File: src/rtl/cls_pkg.sv
package cls_pkg;
  typedef enum logic [2:0] {
    ST_IDLE = 3'd0,
    ST_LOAD = 3'd1,
    ST_DONE = 3'd2,
    ST_OFF  = 3'd3,
    ST_FAIL = 3'd4
  } seq_st_t;
endpackage

File: src/rtl/cls_edge.sv
// Level-to-event converter with an optional synchronizer chain in front.
module cls_edge #(
  parameter int SYNC = 2,   // synchronizer flops; 0 = input already synchronous
  parameter bit FALL = 1'b1 // 1: detect high-to-low, 0: detect low-to-high
) (
  input  logic clk,
  input  logic rst_n,
  input  logic lvl_i,
  output logic evt_o
);
  // History starts at the inactive level so a level already active at reset counts once.
  localparam logic IDLE_LVL = FALL ? 1'b1 : 1'b0;

  logic cur, prev;

  if (SYNC == 0) begin : g_direct
    assign cur = lvl_i;
  end else begin : g_sync
    logic [SYNC-1:0] sh;
    always_ff @(posedge clk) begin
      if (!rst_n) begin
        sh <= {SYNC{IDLE_LVL}};
      end else begin
        sh[0] <= lvl_i;
        for (int i = 1; i < SYNC; i++) sh[i] <= sh[i-1];
      end
    end
    assign cur = sh[SYNC-1];
  end

  always_ff @(posedge clk) begin
    if (!rst_n) prev <= IDLE_LVL;
    else        prev <= cur;
  end

  assign evt_o = FALL ? (prev & ~cur) : (~prev & cur);

  // a single level change gives one event, never two in a row
  a_r4_single_event: assert property (@(posedge clk) disable iff (!rst_n)
    evt_o |=> !evt_o);
endmodule

File: src/rtl/cls_fsm.sv
module cls_fsm
  import cls_pkg::*;
(
  input  logic clk,
  input  logic rst_n,
  input  logic strap_master_i,
  input  logic pin_evt_i,
  input  logic trig_evt_i,
  input  logic mm_reset_i,
  input  logic mm_disable_i,
  input  logic eng_done_i,
  input  logic eng_err_i,
  output logic eng_start_o,
  output logic load_done_o,
  output logic load_busy_o,
  output logic load_failed_o
);
  seq_st_t st_q, st_d;
  logic    start_q, start_d;
  logic    done_q, done_d;

  always_comb begin
    st_d    = st_q;
    start_d = 1'b0;
    done_d  = done_q;
    unique case (st_q)
      ST_IDLE: begin
        if (mm_reset_i) begin
          st_d = ST_IDLE;                // held in armed state while reset bit is set
        end else if (mm_disable_i) begin
          st_d = ST_OFF;                 // disable wins over a simultaneous trigger
        end else if (trig_evt_i || (strap_master_i && pin_evt_i)) begin
          st_d    = ST_LOAD;
          start_d = 1'b1;
        end
      end
      ST_LOAD: begin
        if (eng_err_i) begin
          st_d = ST_FAIL;
        end else if (eng_done_i) begin
          st_d   = ST_DONE;
          done_d = 1'b1;
        end
      end
      ST_DONE: begin
        if (mm_reset_i) begin
          st_d   = ST_IDLE;
          done_d = 1'b0;
        end
      end
      ST_OFF: begin
        if (mm_reset_i || !mm_disable_i) st_d = ST_IDLE;
      end
      ST_FAIL: st_d = ST_FAIL;
      default: st_d = ST_FAIL;
    endcase
  end

  always_ff @(posedge clk) begin
    if (!rst_n) begin
      st_q    <= ST_IDLE;
      start_q <= 1'b0;
      done_q  <= 1'b0;
    end else begin
      st_q    <= st_d;
      start_q <= start_d;
      done_q  <= done_d;
    end
  end

  assign eng_start_o   = start_q;
  assign load_done_o   = done_q;
  assign load_busy_o   = (st_q == ST_LOAD);
  assign load_failed_o = (st_q == ST_FAIL);

  // start request lasts one cycle
  a_r4_start_pulse: assert property (@(posedge clk) disable iff (!rst_n)
    eng_start_o |=> !eng_start_o);
  // a start request coincides with entry into the loading state
  a_r4_start_enters_load: assert property (@(posedge clk) disable iff (!rst_n)
    eng_start_o |-> (load_busy_o && $past(st_q) == ST_IDLE));
  // done status is sticky until master-mode reset
  a_r5_done_sticky: assert property (@(posedge clk) disable iff (!rst_n)
    (load_done_o && !mm_reset_i) |=> load_done_o);
  // completed state issues no start
  a_r6_locked_out: assert property (@(posedge clk) disable iff (!rst_n)
    (st_q == ST_DONE) |=> !eng_start_o);
  // disable and reset do not disturb a load without engine response
  a_r9_load_holds: assert property (@(posedge clk) disable iff (!rst_n)
    (load_busy_o && !eng_done_i && !eng_err_i) |=> load_busy_o);
  // failed state is permanent until power-on reset
  a_r10_fail_sticky: assert property (@(posedge clk) disable iff (!rst_n)
    load_failed_o |=> (load_failed_o && !eng_start_o));
  // done status never rises outside a load
  a_r11_done_only_from_load: assert property (@(posedge clk) disable iff (!rst_n)
    $rose(load_done_o) |-> ($past(st_q) == ST_LOAD));
endmodule

File: src/rtl/cfg_load_seq.sv
module cfg_load_seq #(
  parameter int SYNC_STAGES = 2
) (
  input  logic clk,
  input  logic rst_n,
  input  logic strap_master,
  input  logic rd_en_n,
  input  logic trig_now,
  input  logic mm_reset,
  input  logic mm_disable,
  output logic eng_start,
  input  logic eng_done,
  input  logic eng_err,
  output logic load_done,
  output logic load_busy,
  output logic load_failed
);
  logic pin_evt, trig_evt;

  cls_edge #(.SYNC(SYNC_STAGES), .FALL(1'b1)) u_pin_edge (
    .clk(clk), .rst_n(rst_n), .lvl_i(rd_en_n), .evt_o(pin_evt)
  );

  cls_edge #(.SYNC(0), .FALL(1'b0)) u_trig_edge (
    .clk(clk), .rst_n(rst_n), .lvl_i(trig_now), .evt_o(trig_evt)
  );

  cls_fsm u_fsm (
    .clk(clk), .rst_n(rst_n),
    .strap_master_i(strap_master),
    .pin_evt_i(pin_evt), .trig_evt_i(trig_evt),
    .mm_reset_i(mm_reset), .mm_disable_i(mm_disable),
    .eng_done_i(eng_done), .eng_err_i(eng_err),
    .eng_start_o(eng_start), .load_done_o(load_done),
    .load_busy_o(load_busy), .load_failed_o(load_failed)
  );

  // no activity on the engine handshake while reset is held
  always_ff @(posedge clk) begin
    if (!rst_n) a_r1_quiet_in_reset: assert (!eng_start);
  end
endmodule

File: config.mk
export PLATFORM = sky130hd
export DESIGN_NAME = cfg_load_seq
export DESIGN_NICKNAME = d
export VERILOG_FILES = /design/src/rtl/cls_pkg.sv /design/src/rtl/cls_edge.sv /design/src/rtl/cls_fsm.sv /design/src/rtl/cfg_load_seq.sv
export SDC_FILE = /design/constraint.sdc
export NUM_CORES = 1
export LEC_CHECK = 0
export BUFFER_PORTS_ARGS = -buffer_cell sky130_fd_sc_hd__buf_2
export CORE_AREA = 3 3 40 42
export DETAILED_ROUTE_END_ITERATION = 7
export DIE_AREA = 0 0 43 45
export GPL_TIMING_DRIVEN = 0
export PLACE_DENSITY = 0.64
export REMOVE_ABC_BUFFERS = 1
export SLEW_MARGIN = 20
export SYNTH_ARGS = -nofsm -noshare
export SYNTH_HDL_FRONTEND = slang
export SYNTH_SLANG_ARGS = --single-unit
File: constraint.sdc
create_clock -name clk -period 1.2 [get_ports clk]
set_input_delay 0.12 -clock clk [delete_from_list [all_inputs] [get_ports clk]]
set_output_delay 0.12 -clock clk [all_outputs]
set_load 0.1 [all_outputs]
Word-level counts from Yosys, hierarchy flattened. Cells that the tools add are included.

Register bits: 9. Bits of input ports: 9. Output and inout bits: 4. Logic and storage cells: 44.

Equality and inequality tests: 10. Multiplexer cells: 13. Bitwise operators: 6. Reduce and logical (&&, ||, !) cells: 9.

Operator list (number): $mux W3 (7); $pmux W3 S4 (1); $reduce_and A4 Y1 (2); $eq A3 B2 Y1 const B (2); $ne A2 B2 Y1 const B (3); $mux W1 (4); $ne A4 B3 Y1 const B (1); $not A1 Y1 (4); $reduce_or A4 Y1 (1); $eq A3 B1 Y1 const B (1); $eq A3 B3 Y1 const B (1); $logic_not A3 Y1 (1); $ne A3 B3 Y1 const B (1); $and A1 B1 Y1 (2); $logic_or A1 B1 Y1 (2); $ne A2 B1 Y1 const B (1); $pmux W1 S2 (1); $reduce_bool A2 Y1 (1); $logic_and A1 B1 Y1 (1); $logic_not A1 Y1 (1).

Longest topological paths before layout. Gate-level depths: netlist of the first run.

Word-level depth: 8. Mapped depth: 5. Gate-level depth less buffers: 4.

Hierarchy. A second synthesis of the first run with hierarchy kept.

Cell total of the unflattened synthesis: 43. Area, all modules: 422.9 um^2.

By module, submodules not included: cls_fsm (times used 1, cells each 33, area each 297.8 um^2, sequential area each 100.1 um^2); cls_edge (u_pin_edge) (times used 1, cells each 7, area each 85.1 um^2, sequential area each 60.1 um^2); cls_edge (u_trig_edge) (times used 1, cells each 3, area each 40.0 um^2, sequential area each 20.0 um^2).

Worst setup path before layout of the first run. OpenSTA, ideal clock, no wires.

Kind: reg-to-output. Start point: register u_fsm.st_q[2]. End point: output port load_failed. Data arrival time: 2.502 ns. Data required time: 1.080 ns. Path slack: -1.422 ns. Stages on the path, launching flop included: 3. Buffers on the path: 0. Cells stage by stage: dfxtp_1 inv_1 nor3_1.

Cells in the longest elaborated chain, start to end: 1.

RTL lines: from (decl) (RTL line cls_fsm.sv:18) `seq_st_t st_q, st_d;`; from (signal assigned) (RTL line cls_fsm.sv:65) `st_q <= st_d;`; $eq A3 B3 Y1 (RTL line cls_fsm.sv:74) `assign load_failed_o = (st_q == ST_FAIL);`; to (decl) (RTL line cfg_load_seq.sv:16) `output logic load_failed`.

Every way passes these cells.

Final worst setup path of the first run.
Start point: register u_pin_edge.g_sync.sh[1]. End point: register u_fsm.st_q[0].

Cells in the longest elaborated chain, start to end: 6.

RTL lines: from (decl) (RTL line cls_edge.sv:19) `logic [SYNC-1:0] sh;`; from (signal assigned) (RTL line cls_edge.sv:22) `sh <= {SYNC{IDLE_LVL}};`; $not A1 Y1 (RTL line cls_edge.sv:36) `assign evt_o = FALL ? (prev & ~cur) : (~prev & cur);`; $and A1 B1 Y1 (RTL line cls_edge.sv:36); $logic_and A1 B1 Y1 (RTL line cls_fsm.sv:32) `end else if (trig_evt_i || (strap_master_i && pin_evt_i)) begin`; $logic_or A1 B1 Y1 (RTL line cls_fsm.sv:32); $ne A4 B3 Y1 (no line); $reduce_and A4 Y1 (no line).

Every way passes these cells. A chain may end at the register's enable or synchronous reset.

==> metrics, run 1 <==
outcome=finished, violations left; failing checks=negative setup slack; number of cell rows=13; Post-Layout Cell Count=between 80 and 90; via count=~410; hold slack=0.0446 ns; depth of the most critical reg-to-reg path=5; grt ovf=0; post-DR wirelength/cell=~12 um; slew margin rel.=0.679; vias per cell=~4.9; crit path DAT=between 1 and 1.5 ns; vias in the first global route=369; Clk pwr share=0.275; post-synthesis adder-cell area fraction=0.0233; Pwr Total=roughly 830 uW; Root Driver=clkbuf_4; Slew @ Worst Pin=between 0.4 and 0.5 ns; Largest stage delay, worst path=~0.32 ns; final setup vio count=2; endpoint class of the critical path=flop; cell family contributing the most delay on the critical path=simple AND/OR/NAND/NOR gates; DR pass1 iterations=3; mean post-synth cell area=just under 9 um2; post-route minimum period=approximately 1.2 ns; Setup WS post-layout=-0.0102 ns; gp weighted congestion=~0.80; number of CTS-inserted buffers=3; Sw Share=0.335; CP Data Required Time=about 1.3 ns; Critical Path End=u_fsm.st_q[0]$_SDFFE_PN0P_; CP Launch Point=u_pin_edge.g_sync.sh[1]$_SDFF_PN1_; Starting Density=0.335; Final HPWL DP=between 600 and 700 um; DRT Wirelength=about 1000 um; sw power=around 280 uW; Area contributors post-synth=dfxtp_1, nor2_1, inv_1; max-slew violations=0; H-tree lvl count=1; Synth Area in Compound Gates=0.180; number of synthesized register bits=9; Post-Synth XOR/XNOR Area=0; post-synth design cell area=between 400 and 500 um2; worst reg2reg endpoint=u_fsm.st_q[0]$_SDFFE_PN0P_; largest net degree at the start of global routing=9; io pins=13; ant diodes=0; mux contribution to synthesized area=0; top-area cell type share of the netlist area=0.419; Core Footprint=between 1000 and 1500 um2; Fill cells=126; CTS tree=yes; layout cells sized above 1=0.515; Synth cell types=26; Post-Synth Simple-Gate Area=0.297; first-pass GRT wire length=1610 um; die area=just under 2000 um2; initial antenna violation count=0; Gate Count Post-Synth=49; Buf/Inv on CP=1; Die W=43 um; Num Clock Sinks=9; Max-cap violations=0; die span in y=roughly 45 um; Critical Path Start Type=flop; R2R Setup Slk=-0.01 ns; Clock Skew=between 0.001 and 0.0015 ns; area delta synth->final=48.5%; drt drc=0; gr usage total=0.114; CP Max Fanout=2; f_max=826 MHz; Iteration-0 DRC Markers=4; cell count after placement=74; pwr dens=roughly 1300 nW/um2; period utilisation layout=1.01; main combinational cell family by area after synthesis=simple AND/OR/NAND/NOR gates; total internal power=between 500 and 600 uW; CTS Hold Bufs=0; maximum clock insertion buffer count=2; Detail Route Antenna Nets=0; register share of total power=0.416; VDD IR max=0.689 mV; total of warnings raised by yosys=0; Final Net Count=~80; RSZ-0062 raised after global routing=yes; Pleak=0.000268 uW; Logic pwr share=0.309; CP Depth=5; CP max-delay cell=dfxtp_2; Hold Path Class=in -> reg; classification of the worst setup path=reg -> reg; worst reg2reg startpoint=u_pin_edge.g_sync.sh[1]$_SDFF_PN1_; worst skew pair latency=around 0.25 ns; port bufs=12; sequential area share after synthesis=0.419; CP Cell Sequence=and3b_1, nor3_2, buf_4, o211a_1, a211oi_2; CTS clock-pin slew for the worst setup and hold paths=around 0.06 ns; Yosys top cell by area=dfxtp_1; Hold Vio Cnt, Final=0
## synth_stat cells
library cell / n
a21oi_1: 2
a2bb2oi_1: 1
dfxtp_1: 9
a211oi_1: 1
nor3_1: 2
buf_2: 1
o211a_1: 1
nand3_1: 2
buf_6: 1
or3_1: 1
nand2_1: 1
a211oi_2: 1
o221ai_1: 1
and2_1: 1
inv_1: 5
o311ai_0: 1
o21ai_0: 1
a31oi_1: 1
nor4_1: 1
nor4b_1: 2
and3b_1: 1
nor2b_1: 1
nor2_4: 1
nor2_1: 6
maj3_1: 1
nand2b_1: 3
## layer usage
metal / track usage / vias up / wire (um)
met1: 0.132 / 187 / 409
li1: - / 210 / -
met3: 0.0518 / 2 / 72
met2: 0.180 / 10 / 503
met4: 0.0542 / 0 / 10
met5: 0 / - / 0
## final cells by class
type	count	area [um2]	share of cell area
multi-input cells	33	253	0.395
flip-flops and latches	9	193	0.301
repair buffers	17	128	0.200
clock buffers	4	26.3	0.0411
inverters	5	21.3	0.0333
well taps	15	18.8	0.0294
## how the worst min path moves through the flow
stage	end	depth (start not counted)	from	slack (ns)
6_report	u_pin_edge.g_sync.sh[0]$_SDFF_PN1_	2	rd_en_n	0.04
4_1_cts	u_pin_edge.g_sync.sh[0]$_SDFF_PN1_	2	rd_en_n	0.04
3_5_place_dp	u_pin_edge.g_sync.sh[0]$_SDFF_PN1_	2	rd_en_n	0.31
3_3_place_gp	u_pin_edge.g_sync.sh[0]$_SDFF_PN1_	2	rd_en_n	0.30
5_1_grt	u_pin_edge.g_sync.sh[0]$_SDFF_PN1_	2	rd_en_n	0.05
2_1_floorplan	u_pin_edge.prev$_SDFF_PN1_	1	rst_n	0.19
## timing repair
| action | 4_1_cts | 5_1_grt |
|---|---|---|
| buffers inserted | 2 | 3 |
| pin swaps | 2 | 5 |
| setup endpoints to repair | 4 | 4 |
| gates resized for setup | 21 | 6 |
| hold endpoints to repair | 0 | 0 |
## registers in the layout, indices dropped and copies added (netlist names)
name / cells
u_fsm.load_done_o: 1
u_pin_edge.prev: 1
u_fsm.eng_start_o: 1
u_trig_edge.prev: 1
u_fsm.st_q: 3
u_pin_edge.g_sync.sh: 2
## power by group through the flow
stage          Sequential, uW  Clock, uW  Combinational, uW
4_1_cts                   343        239                234
5_1_grt                   349        256                276
3_5_place_dp              348          0                182
3_3_place_gp              349          0                181
6_report                  347        229                258
2_1_floorplan             357          0                128
## cells in the final DEF, fill, tap and decap left out, types with 2 or more instances in the layout
master and n:
buf_2 10, nor2_1 5, buf_4 5, dfxtp_1 5
nand2b_1 3, clkbuf_4 3, dfxtp_4 3, inv_2 2
nor2_4 2, nor4b_1 2, nand3_1 2, a21oi_1 2
inv_1 2, buf_12 2
## per-stage QoR
stage                      util  setup slack [ns]  setup TNS (ns)  cell area, um2
after floorplan               -             -1.42           -2.29             414
after global placement    0.384           -0.0858          -0.207             493
after detailed placement  0.384            -0.100          -0.234             493
after CTS                 0.464          -0.00533        -0.00533             597
after global routing      0.498           -0.0773          -0.171             639
final                     0.498           -0.0102         -0.0105             639
## cell families (layout without fill, tap and decap cells)
| family | Yosys count | count (layout) |
|---|---|---|
| compound gates | 10 | 10 |
| fa+ha+maj | 1 | 1 |
| flops | 9 | 9 |
| simple gates | 22 | 22 |
| buf+inv | 7 | 26 |
(Power assumes the default switching activity.)
==> run 2, diff against run 1 <==
--- a/config.mk
+++ b/config.mk
@@ -15,4 +15,5 @@
 export SLEW_MARGIN = 20
 export SYNTH_ARGS = -nofsm -noshare
 export SYNTH_HDL_FRONTEND = slang
+export SYNTH_HIERARCHICAL = 1
 export SYNTH_SLANG_ARGS = --single-unit
==> run 2 against run 1 <==
Net effect: the flow still finishes with violations (negative setup slack); worst hold slack got worse by 0.013 ns; area after synthesis fell by 1.7%; clock-buffer cell count shrank 1; via count is 11% lower; routed wire length is 15% lower; cell count is 11% lower; sequential cell count unchanged; combinational power down 31%; die area unchanged.
==> metrics, run 2 <==
Setup WS post-layout=-0.113 ns (-0.103 ns); classification of the worst setup path=reg -> reg; final setup vio count=5 (+3); drt drc=0 (unchanged); port bufs=12 (unchanged); Largest stage delay, worst path=0.55 ns (+0.23 ns); Gate Count Post-Synth=43 (-12%); f_max=762 MHz (-7.8%); outcome=finished, violations left; die span in y=45 um (unchanged); Die W=43 um (unchanged); R2R Setup Slk=-0.11 ns (-0.10 ns); CP Data Required Time=1.34 ns (about the same); number of cell rows=13 (unchanged); max FFs per register=3 (unchanged); ys flop type=dfxtp_1; Hold Vio Cnt, Final=0 (unchanged); endpoint class of the critical path=flop; Hold Path Class=in -> reg; area delta synth->final=34.9%; Slew @ Worst Pin=0.484 ns (-0.00178 ns); VDD IR max=0.447 mV (-35%); Starting Density=0.329 (-0.00584); CTS clock-pin slew for the worst setup and hold paths=0.06 ns (about the same); Detail Route Antenna Nets=0 (unchanged); number of synthesized register bits=9 (unchanged); worst skew pair latency=0.26 ns (about the same); RSZ-0062 raised after global routing=yes; DR pass1 iterations=4 (+1); total internal power=511 uW (-7.8%); Clk pwr share=0.318 (+0.043); Sw Share=0.316 (-0.0189); most common cell after layout, fill and taps aside=buf_2; initial antenna violation count=0 (unchanged); Pwr Total=747 uW (-10%); first-pass GRT wire length=1350 um (-16%); CP max-delay cell=or4_4; Area contributors post-synth=dfxtp_1, nand2b_1, o31ai_4; period utilisation layout=1.09 (+0.0857); Num Clock Sinks=9 (unchanged); Synth cell types=24 (-7.7%); CP Launch Point=u_fsm/st_q[2]$_SDFFE_PN0P_; vias per cell=4.89 (-0.73%); CP Cell Sequence=or4_4, o31ai_4, a2111oi_1; Clock Skew=0.00195 ns (+0.000702 ns); depth of the most critical reg-to-reg path=3 (-2); Final Net Count=69 (-12%); Placed Area=490 um2 (-0.51%); HP Start=rd_en_n; commonest cells after routing, fill and taps aside=buf_2, dfxtp_1, nand2b_1; Biggest register=u_fsm/st_q; Core Footprint=1280 um2 (unchanged); Final HPWL DP=587 um (-9.5%); fin area=571 um2 (-11%); vias in the first global route=313 (-15%); Hold Path Stages=2 (unchanged); die area=1940 um2 (unchanged); max-slew violations=0 (unchanged); Critical Path Start Type=flop; Pleak=0.000244 uW (-9.2%); Root Driver=clkbuf_4; io pins=13 (unchanged); register share of total power=0.443 (+0.027); EDFF count, synth=0 (unchanged); layout cells sized above 1=0.475 (-0.0401); gp weighted congestion=0.745 (-7.3%); slew margin rel.=0.680 (+0.00118); ys async rst share=0 (unchanged); largest net degree at the start of global routing=10 (+1); CTS tree=yes; mean post-synth cell area=9.84 um2 (+12%); post-DR wirelength/cell=11.4 um (-5.0%); Final Util=0.444 (-0.0536); number of CTS-inserted buffers=3 (unchanged); post-route minimum period=1.31 ns (+0.103 ns); Iteration-0 DRC Markers=4 (unchanged); sw power=236 uW (-15%); sequential area share after synthesis=0.426 (+0.00743); gr usage total=0.101 (-0.0129); failing checks=negative setup slack; ant diodes=0 (unchanged); H-tree lvl count=1 (unchanged); grt ovf=0 (unchanged); top flop regs=u_fsm/st_q (3), u_pin_edge/g_sync.sh (2); worst min-delay path endpoint=u_pin_edge/g_sync.sh[0]$_SDFF_PN1_; Logic pwr share=0.239 (-0.070); post-synth design cell area=423 um2 (-1.7%); maximum clock insertion buffer count=2 (unchanged); most instantiated cells after synthesis=dfxtp_1, nand2b_1, nor2_1; worst reg2reg endpoint=u_fsm/st_q[1]$_SDFFE_PN0P_; CP Max Fanout=2 (unchanged); top-count cell post-synth=dfxtp_1; Yosys top cell by area=dfxtp_1; Max-cap violations=0 (unchanged); DRT Wirelength=844 um (-15%); crit path DAT=1.46 ns (+0.11 ns); via count=362 (-11%); Fill cells=126 (unchanged); top-area cell type share of the netlist area=0.426 (+0.00743); worst reg2reg startpoint=u_fsm/st_q[2]$_SDFFE_PN0P_; pwr dens=1310 nW/um2 (+0.44%); total of warnings raised by yosys=6 (+6)
-- run 2: cell count changes after synthesis, sizes merged, moves of 2 or more --
cell / before / now
nor2: 7 / 4
nor4b: 2 / 0
nand3: 2 / 0
o31ai: 0 / 2
nand2: 1 / 3
inv: 5 / 1
a21o: 0 / 2
a211oi: 2 / 0
-- run 2: final cells by class --
cell class                 instances  area, um2  share of cell area
timing repair buffer              13       97.6               0.171
clock inverter                     1       5.00             0.00877
clock buffer                       3       22.5              0.0395
tap                               15       18.8              0.0329
multi-input combinational         32        236               0.414
inverter                           1       3.75             0.00658
sequential                         9        186               0.327
-- run 2: power by group through the flow --
stage	clock network (uW)	logic, uW	registers [uW]
after detailed placement	0	148	340
after floorplan	0	97.9	351
after global routing	262	190	334
after CTS	250	170	331
final	238	179	331
after global placement	0	147	339
-- run 2: through the flow --
step / TNS [ns] / hold slack, ns / worst slack [ns] / cells
floorplan: -1.08 / 0.193 / -0.686 / 42
global placement: -0.420 / 0.303 / -0.203 / 69
detailed placement: -0.432 / 0.308 / -0.191 / 69
CTS: -0.394 / 0.0239 / -0.119 / 74
global route: -0.625 / 0.0293 / -0.167 / 74
finish: -0.378 / 0.0320 / -0.113 / 74
-- run 2: critical path, delay by kind of cell (launching register included) --
family / cells / cell delay [ns]
simple gates: 1 / 0.55
compound gates: 2 / 0.30
flops: 1 / 0.34
-- run 2: cells by family (layout without fill, tap and decap cells) --
group | Yosys count | count (layout) | share of synthesized area
compound gates | 10 | 10 | 0.213
simple gates | 22 | 22 | 0.325
buf+inv | 2 | 18 | 0.0355
flops | 9 | 9 | 0.426
-- run 2: worst max path at each step --
stage	endpoint	cells past startpoint	slack (ns)
floorplan	load_busy	2	-0.69
global placement	u_fsm/st_q[1]$_SDFFE_PN0P_	3	-0.20
detailed placement	u_fsm/st_q[1]$_SDFFE_PN0P_	3	-0.19
CTS	u_fsm/st_q[1]$_SDFFE_PN0P_	3	-0.12
global route	u_fsm/st_q[1]$_SDFFE_PN0P_	3	-0.17
finish	u_fsm/st_q[1]$_SDFFE_PN0P_	3	-0.11
-- run 2: repair_timing --
item / in CTS / in global routing
pin swaps: 0 / 1
setup buffers: 1 / 0
gates resized for setup: 11 / 4
setup endpoints to repair: 6 / 5
hold buffers: 0 / 0
gates cloned: 0 / 0
-- run 2: routing by layer --
layer,global-route usage,wire [um]
met5,0,0
met4,0.108,16
met3,0.0279,55
met2,0.129,350
met1,0.128,421
==> run 3, diff against run 2 <==
--- a/config.mk
+++ b/config.mk
@@ -7,6 +7,7 @@
 export LEC_CHECK = 0
 export BUFFER_PORTS_ARGS = -buffer_cell sky130_fd_sc_hd__buf_2
 export CORE_AREA = 3 3 40 42
+export CTS_BUF_LIST = sky130_fd_sc_hd__clkbuf_16
 export DETAILED_ROUTE_END_ITERATION = 7
 export DIE_AREA = 0 0 43 45
 export GPL_TIMING_DRIVEN = 0
==> run 3 against run 2 <==
Net effect: the run still ends with negative setup slack left; clock skew is 0.0010 ns lower; worst hold slack better by 0.033 ns; via count is 1.4% higher; non-clock buffer count stayed put; setup slack better by 0.010 ns; sequential share of layout area is 2.8 points lower; routed wire length is 3.7% higher; register-to-register slack hardly changed; largest power group is now clock; highest routed layer unchanged.
==> metrics, run 3 (synthesis gave the netlist of run 2 again) <==
slew margin rel.=0.680 (about the same); commonest cells after routing, fill and taps aside=buf_2, dfxtp_1, nand2b_1; Final HPWL DP=587 um (unchanged); H-tree lvl count=1 (unchanged); period utilisation layout=1.09 (-0.00865); Detail Route Antenna Nets=0 (unchanged); port bufs=12 (unchanged); vias in the first global route=321 (+2.6%); grt ovf=0 (unchanged); Die W=43 um (unchanged); maximum clock insertion buffer count=2 (unchanged); endpoint class of the critical path=flop; Slew @ Worst Pin=0.484 ns (+0.000000715 ns); post-DR wirelength/cell=11.8 um (+3.7%); outcome=finished, violations left; ant diodes=0 (unchanged); Final Util=0.485 (+0.0409); Fill cells=117 (-7.1%); crit path DAT=1.41 ns (-0.05 ns); footprint of the multi-input gates=236 um2 (unchanged); Root Driver=clkbuf_16; layout cells sized above 1=0.475 (unchanged); Hold Vio Cnt, Final=0 (unchanged); first-pass GRT wire length=1440 um (+6.7%); final setup vio count=4 (-1); max-slew violations=0 (unchanged); number of CTS-inserted buffers=3 (unchanged); gp weighted congestion=0.745 (unchanged); io pins=13 (unchanged); RSZ-0062 raised after global routing=yes; area delta synth->final=47.3%; Core Footprint=1280 um2 (unchanged); VDD IR max=0.957 mV (+110%); failing checks=negative setup slack; classification of the worst setup path=reg -> reg; Setup WS post-layout=-0.103 ns (+0.0104 ns); die area=1940 um2 (unchanged); max FFs per register=3 (unchanged); CTS tree=yes; drt drc=0 (unchanged); cell count after placement=69 (unchanged); vias per cell=4.96 (+1.4%); Critical Path Start Type=flop; Hold Path Class=in -> reg; DRT Wirelength=875 um (+3.7%); Clock Skew=0.000950 ns (-0.00100 ns); setup TNS=-0.337 ns (+0.0410 ns); Final Net Count=69 (unchanged); Post-Layout Cell Count=74 (unchanged); f_max=768 MHz (+0.80%); worst skew pair latency=0.23 ns (-0.03 ns); CTS clock-pin slew for the worst setup and hold paths=0.04 ns (-0.02 ns); Pleak=0.000267 uW (+9.5%); most common cell after layout, fill and taps aside=buf_2; largest net degree at the start of global routing=10 (unchanged); post-route minimum period=1.30 ns (-0.0104 ns); Max-cap violations=0 (unchanged); Biggest register=u_fsm/st_q; storage element area=186 um2 (unchanged); Pwr Total=1110 uW (+48%); CP Max Fanout=7 (+5); gr usage total=0.106 (+0.00500); pwr dens=1770 nW/um2 (+35%); die span in y=45 um (unchanged); Num Clock Sinks=9 (unchanged); Iteration-0 DRC Markers=1 (-3); initial antenna violation count=0 (unchanged); Starting Density=0.329 (unchanged); via count=367 (+1.4%); CP Data Required Time=1.31 ns (-0.03 ns); top flop regs=u_fsm/st_q (3), u_pin_edge/g_sync.sh (2); DR pass1 iterations=4 (unchanged); number of cell rows=13 (unchanged)
run 3: cell counts in the layout (fill, tap and decap cells not counted):
No cell type changed its count.
run 3: where the power goes:
part	leakage [uW]	switching, uW	internal [uW]
clock	0.0000409	154	440
sequential	0.0000754	15.7	317
combinational	0.000150	106	72.3
run 3: metal layers:
metal	vias to the layer above	GRT usage	share of wire
met5	-	0	0
met4	0	0.0723	0.018
met3	2	0.0398	0.069
met2	17	0.153	0.44
met1	165	0.130	0.47
li1	183	-	-
run 3: final timing paths:
path                                      startpoint                            endpoint  slack [ns]  cells after the start
setup / recovery          u_fsm/st_q[0]$_SDFFE_PN0P_          u_fsm/st_q[1]$_SDFFE_PN0P_       -0.10                      3
hold / removal                               rd_en_n  u_pin_edge/g_sync.sh[0]$_SDFF_PN1_        0.06                      2
setup reg to reg          u_fsm/st_q[0]$_SDFFE_PN0P_          u_fsm/st_q[1]$_SDFFE_PN0P_       -0.10                      3
hold reg to reg   u_pin_edge/g_sync.sh[0]$_SDFF_PN1_  u_pin_edge/g_sync.sh[1]$_SDFF_PN1_        0.42                      1
run 3: critical path, stage by stage, from the launching register on:
cell	delay, ns
dfxtp_2	0.34
or4_4	0.54
o31ai_4	0.23
a2111oi_1	0.07
run 3: stage by stage:
step / setup WS [ns] / cell area (um2) / hold WS, ns
floorplan: -0.686 / 412 / 0.193
detailed placement: -0.191 / 490 / 0.308
global placement: -0.203 / 490 / 0.303
global route: -0.154 / 623 / 0.0733
CTS: -0.109 / 606 / 0.0678
finish: -0.103 / 623 / 0.0648
run 3: timing repair:
action,in CTS,in global routing
hold buffers,0,0
setup endpoints to repair,6,5
pin swaps,0,1
endpoints found under the hold margin,0,0
gates cloned,0,0
setup buffers,1,0
gates resized for setup,10,5
run 3: layout make-up:
cell class                 count  area share
multi-input combinational     32       0.380
clock buffer                   3       0.120
tap                           15      0.0301
clock inverter                 1     0.00803
inverter                       1     0.00602
sequential                     9       0.299
timing repair buffer          13       0.157
